$ cat config.mk
export PLATFORM = sky130hd
export DESIGN_NAME = cascade_timer
export DESIGN_NICKNAME = d
export VERILOG_FILES = /design/src/rtl/ct_pkg.sv /design/src/rtl/ct_inc.sv /design/src/rtl/ct_cmp.sv /design/src/rtl/ct_hold.sv /design/src/rtl/ct_stage.sv /design/src/rtl/cascade_timer.sv
export SDC_FILE = /design/constraint.sdc
export NUM_CORES = 1
export LEC_CHECK = 0
export CAP_MARGIN = 20
export CORE_UTILIZATION = 51
export DETAILED_ROUTE_END_ITERATION = 8
export HOLD_SLACK_MARGIN = 0.08
export PLACE_DENSITY = 0.79
export SLEW_MARGIN = 15
export SYNTH_ARGS = -nofsm -noshare
export SYNTH_HDL_FRONTEND = slang
export SYNTH_SLANG_ARGS = --single-unit
$ cat constraint.sdc
create_clock -name clk -period 1.72 [get_ports clk]
set_input_delay 0.516 -clock clk [delete_from_list [all_inputs] [get_ports clk]]
set_output_delay 0.516 -clock clk [all_outputs]
set_load 0.01 [all_outputs]
$ cat src/rtl/ct_pkg.sv
package ct_pkg;
  localparam int unsigned CT_STAGES = 4;
  localparam int unsigned CT_CW     = 8;

  // Result handed on by a holding register at the end of an advance
  typedef struct packed {
    logic done;
    logic wrap;
  } ct_event_t;
endpackage

$ cat src/rtl/ct_inc.sv
module ct_inc #(
  parameter int unsigned CW = 8
) (
  input  logic [CW-1:0] cur,
  output logic [CW-1:0] nxt
);
  localparam logic [CW-1:0] ONE = {{(CW-1){1'b0}}, 1'b1};

  assign nxt = cur + ONE;
endmodule

$ cat src/rtl/ct_cmp.sv
module ct_cmp #(
  parameter int unsigned CW = 8
) (
  input  logic          clk,
  input  logic          rst,
  input  logic          start,
  input  logic [CW-1:0] cur,
  input  logic [CW-1:0] lim,
  output logic          hit_q,
  output logic          fin_q
);
  // Comparison is captured on the accepting edge; fin_q hands over to the register
  always_ff @(posedge clk) begin
    if (rst) begin
      fin_q <= 1'b0;
      hit_q <= 1'b0;
    end else begin
      fin_q <= start;
      if (start) hit_q <= (cur == lim);
    end
  end
endmodule

$ cat src/rtl/ct_hold.sv
module ct_hold
  import ct_pkg::*;
#(
  parameter int unsigned CW = 8
) (
  input  logic          clk,
  input  logic          rst,
  input  logic          load,
  input  logic          hit,
  input  logic [CW-1:0] nxt,
  output logic [CW-1:0] val_q,
  output ct_event_t     ev_q
);
  // Register moves only when the comparator reports completion
  always_ff @(posedge clk) begin
    if (rst) begin
      val_q <= '0;
      ev_q  <= '0;
    end else begin
      ev_q.done <= load;
      ev_q.wrap <= load & hit;
      if (load) val_q <= hit ? '0 : nxt;
    end
  end
endmodule

$ cat src/rtl/ct_stage.sv
module ct_stage
  import ct_pkg::*;
#(
  parameter int unsigned CW = 8
) (
  input  logic          clk,
  input  logic          rst,
  input  logic          req,
  input  logic [CW-1:0] lim,
  output logic          busy,
  output logic          done,
  output logic          wrap
);
  logic [CW-1:0] cur;
  logic [CW-1:0] nxt;
  logic          start;
  logic          hit;
  logic          cmp_fin;
  ct_event_t     ev;

  assign busy  = cmp_fin | ev.done;
  assign start = req & ~busy;

  ct_cmp #(.CW(CW)) u_cmp (
    .clk   (clk),
    .rst   (rst),
    .start (start),
    .cur   (cur),
    .lim   (lim),
    .hit_q (hit),
    .fin_q (cmp_fin)
  );

  ct_inc #(.CW(CW)) u_inc (
    .cur (cur),
    .nxt (nxt)
  );

  ct_hold #(.CW(CW)) u_hold (
    .clk   (clk),
    .rst   (rst),
    .load  (cmp_fin),
    .hit   (hit),
    .nxt   (nxt),
    .val_q (cur),
    .ev_q  (ev)
  );

  assign done = ev.done;
  assign wrap = ev.wrap;
endmodule

$ cat src/rtl/cascade_timer.sv
module cascade_timer
  import ct_pkg::*;
#(
  parameter int unsigned STAGES = CT_STAGES,
  parameter int unsigned CW     = CT_CW
) (
  input  logic                       clk,
  input  logic                       rst,
  input  logic                       tick_valid,
  output logic                       tick_ready,
  input  logic [STAGES-1:0][CW-1:0]  stage_limit,
  output logic [STAGES-1:0]          stage_done,
  output logic [STAGES-1:0]          stage_flag,
  output logic                       chain_done
);
  localparam int unsigned LAST = STAGES - 1;

  logic [STAGES-1:0] stage_req;
  logic [STAGES-1:0] stage_busy;

  for (genvar g = 0; g < STAGES; g++) begin : g_stage
    if (g == 0) begin : g_head
      assign stage_req[g] = tick_valid;
    end else begin : g_link
      assign stage_req[g] = stage_done[g-1] & stage_flag[g-1];
    end

    ct_stage #(.CW(CW)) u_stage (
      .clk  (clk),
      .rst  (rst),
      .req  (stage_req[g]),
      .lim  (stage_limit[g]),
      .busy (stage_busy[g]),
      .done (stage_done[g]),
      .wrap (stage_flag[g])
    );
  end

  assign tick_ready = ~stage_busy[0];
  assign chain_done = stage_flag[LAST];
endmodule

==> metrics <==
status=finished clean; Worst Hold Launch=g_stage[3].u_stage.u_hold.ev_q[1]; fin. max-slew vios=0; worst reg2reg endpoint=g_stage[0].u_stage.u_cmp.hit_q; port bufs=44; die width=68.8 um; first-pass GRT wire length=slightly below 7000 um; Reg2Reg Launch Point=g_stage[0].u_stage.u_cmp.fin_q; pin count of the biggest net entering global routing=21; placed cell count=327; core area=4140 um2; Worst Hold End=g_stage[3].u_stage.u_cmp.fin_q; Syn Nets=284; Chip Height=between 60 and 70 um; Final Hold Fails=0; root buf cell=clkbuf_8; row cnt=23; # IOs=45; GRT overflow=0; area leader, netlist=dfxtp_1; worst setup path class=input port to flip-flop; #FFs+latches synth=between 40 and 50; CTS sink cnt=48; clock buffer depth=2; H-Tree Level Count=2; Layout fillers=between 300 and 400; yosys warns=0; CTS tree=yes; DRC violations left=0; starting DRC count in detailed routing=100; Pwr per Cell Area=739 nW/um2; critical-path cell list=clkdlybuf4s50_1 -> or3b_2 -> and3b_1 -> a31o_2; worst min-delay path class=flip-flop to flip-flop; Slowest-stage cell, CP=clkdlybuf4s50_1; initial antenna violation count=0; setup violators final=0; slew margin rel.=around three quarters; DR WL/cell=13.0 um; cts bufs inserted=5; WP data required=1.92 ns; Finished Layout Cells=335; worst reg2reg path depth=4; fin crit period=1.60 ns; Critical Path AT=1.79 ns; remaining antenna violation count after routing=0; number of global-route vias before repair=1,604; Max Freq=0.627 GHz; Via-to-Cell Ratio=5.46; clk slew on worst S/H paths=0.09 ns; mean post-synth cell area=9.29 um2; diode count=0; worst-margin pin slew=0.374 ns; full die area=4730 um2; Leakage Power=about 1.2 nW; synth top area cells=dfxtp_1 42%, xor2_1 17%, a21oi_1 3.5%; fin crit share=92.8%; Crit. End Element=flip-flop; gpl congestion=0.769; Startpoint Class=input port; sequential share of the synthesized area=42.2%; reg2reg setup slack=about 0.29 ns; Layout area overhead=24.4%; Detail Placement HPWL=3160 um; RSZ-0062 raised after global routing=false; fraction of layout cells with a size suffix above 1=between 7 and 8%; fin nets=between 300 and 400; Post-Syn Instances=245; hold_buf cts=0; Initial Utilization=54.9%; vias post-DR=about 1.8k; top cell type's share of synthesized area=roughly 42%; GRT Util Overall=19.9%; Detailed Route WL=4340 um; hold-critical path depth=1; post-CTS setup buffers=0; Pre-antenna DRT Iters=4; Critical Path Fanout Max=2; MaxCap Viol Count=0; Clock Latency Late Sink=around 0.30 ns; Max rail drop VDD=0.455 mV; max incr delay on CP=0.45 ns; mapped cell area=2280 um2; hold_ws=about 0.47 ns; Final Skew=just over 0.004 ns; Yosys cell types=33
## placed cells by master, fill, tap and decap left out, types with 5 or more instances in the layout
cell type and count:
dfxtp_1 48, xor2_1 44, clkdlybuf4s50_1 34, nor2_1 20, a21oi_1 16, nand2_1 13
o21ai_0 10, or3_1 9, nor4_1 9, nand4_1 8, dlygate4sd2_1 6, nand3_1 5
nor2b_1 5, clkbuf_8 5
## repair_timing
action / 4_1_cts / 5_1_grt
endpoints found under the setup margin: 6 / 4
gates resized for setup: 6 / 4
hold endpoints to repair: 0 / 0
## layer usage
layer	wire length, um	track usage (%)	vias up
li1	-	-	925
met5	0	0	-
met2	2100	33.2	54
met1	1960	24.9	842
met4	69	8.16	0
met3	211	3.95	7
## flip-flops by register name (all words and copies together) (netlist names)
signal,count
g_stage.u_stage.u_hold.val_q,32
g_stage.u_stage.u_cmp.fin_q,4
g_stage.u_stage.u_cmp.hit_q,4
g_stage.u_stage.u_hold.ev_q,8
## worst max-delay path by stage
stage	start	to	cells past startpoint
floorplan	tick_valid	g_stage[0].u_stage.u_cmp.hit_q	3
global placement	tick_valid	g_stage[0].u_stage.u_cmp.hit_q	4
detailed placement	tick_valid	g_stage[0].u_stage.u_cmp.hit_q	4
CTS	g_stage[0].u_stage.u_hold.ev_q[0]	stage_flag[0]	1
global route	tick_valid	g_stage[0].u_stage.u_cmp.hit_q	4
finish	tick_valid	g_stage[0].u_stage.u_cmp.hit_q	4
## worst max-delay path, delay by kind of cell
family	cells	cell delay [ns]
and+or+nand+nor	2	0.62
buffers and inverters	1	0.45
AOI/OAI and AO/OA	1	0.20
## cell type report
| type | count | area [um2] | share of cell area (%) |
|---|---|---|---|
| multi-input combinational | 180 | 1210 | 42.6 |
| sequential | 48 | 961 | 33.9 |
| timing repair buffer | 48 | 485 | 17.1 |
| clock buffer | 5 | 68.8 | 2.43 |
| tap | 50 | 62.6 | 2.21 |
| clock inverter | 3 | 42.5 | 1.50 |
| inverter | 1 | 3.75 | 0.133 |
## stage by stage
step	setup TNS (ns)	setup slack [ns]	util (%)	cell area (um2)	total power [mW]
6_report	0	0.125	68.3	2830	2.09
5_1_grt	0	0.111	68.3	2830	2.18
4_1_cts	0	0.00197	68.1	2820	2.11
3_5_place_dp	-0.195	-0.191	65.6	2720	1.31
3_3_place_gp	-0.167	-0.167	65.6	2720	1.31
2_1_floorplan	0	0.297	-	2280	1.21
## cell families (layout without fill, tap and decap cells)
kind of cell,after synthesis,in the layout,synth area share [%]
XOR/XNOR,48,48,18.5
adder cells (fa/ha/maj),4,4,2.20
flip-flops,48,48,42.2
AO/OA/AOI/OAI,37,37,9.62
AND/OR/NAND/NOR,91,91,22.8
buffers and inverters,17,57,4.73
## Yosys cell counts (all sizes together)
| cell | number |
|---|---|
| and2 | 4 |
| a31o | 4 |
| nand2 | 13 |
| nand2b | 4 |
| inv | 1 |
| nor2b | 5 |
| or3 | 10 |
| a21o | 4 |
| a21oi | 16 |
| o31ai | 2 |
| nand3 | 5 |
| o21ai | 10 |
| buf | 12 |
| clkbuf | 4 |
| nor4 | 9 |
| and3b | 2 |
| nand4bb | 1 |
| or3b | 1 |
| xnor2 | 4 |
| or4 | 2 |
| nor3b | 1 |
| xor2 | 44 |
| ha | 4 |
| nor4bb | 1 |
| nand3b | 3 |
| a311oi | 1 |
| dfxtp | 48 |
| nand4 | 10 |
| nor2 | 20 |
## power breakdown
group	leakage (nW)	total, mW	switching, mW	internal, mW
clock network	0.0541	0.806	0.376	0.430
registers	0.387	1.12	0.00580	1.12
logic	0.780	0.164	0.0596	0.104
total	1.22	2.09	0.441	1.65
Power figures use the tool's default switching activity.
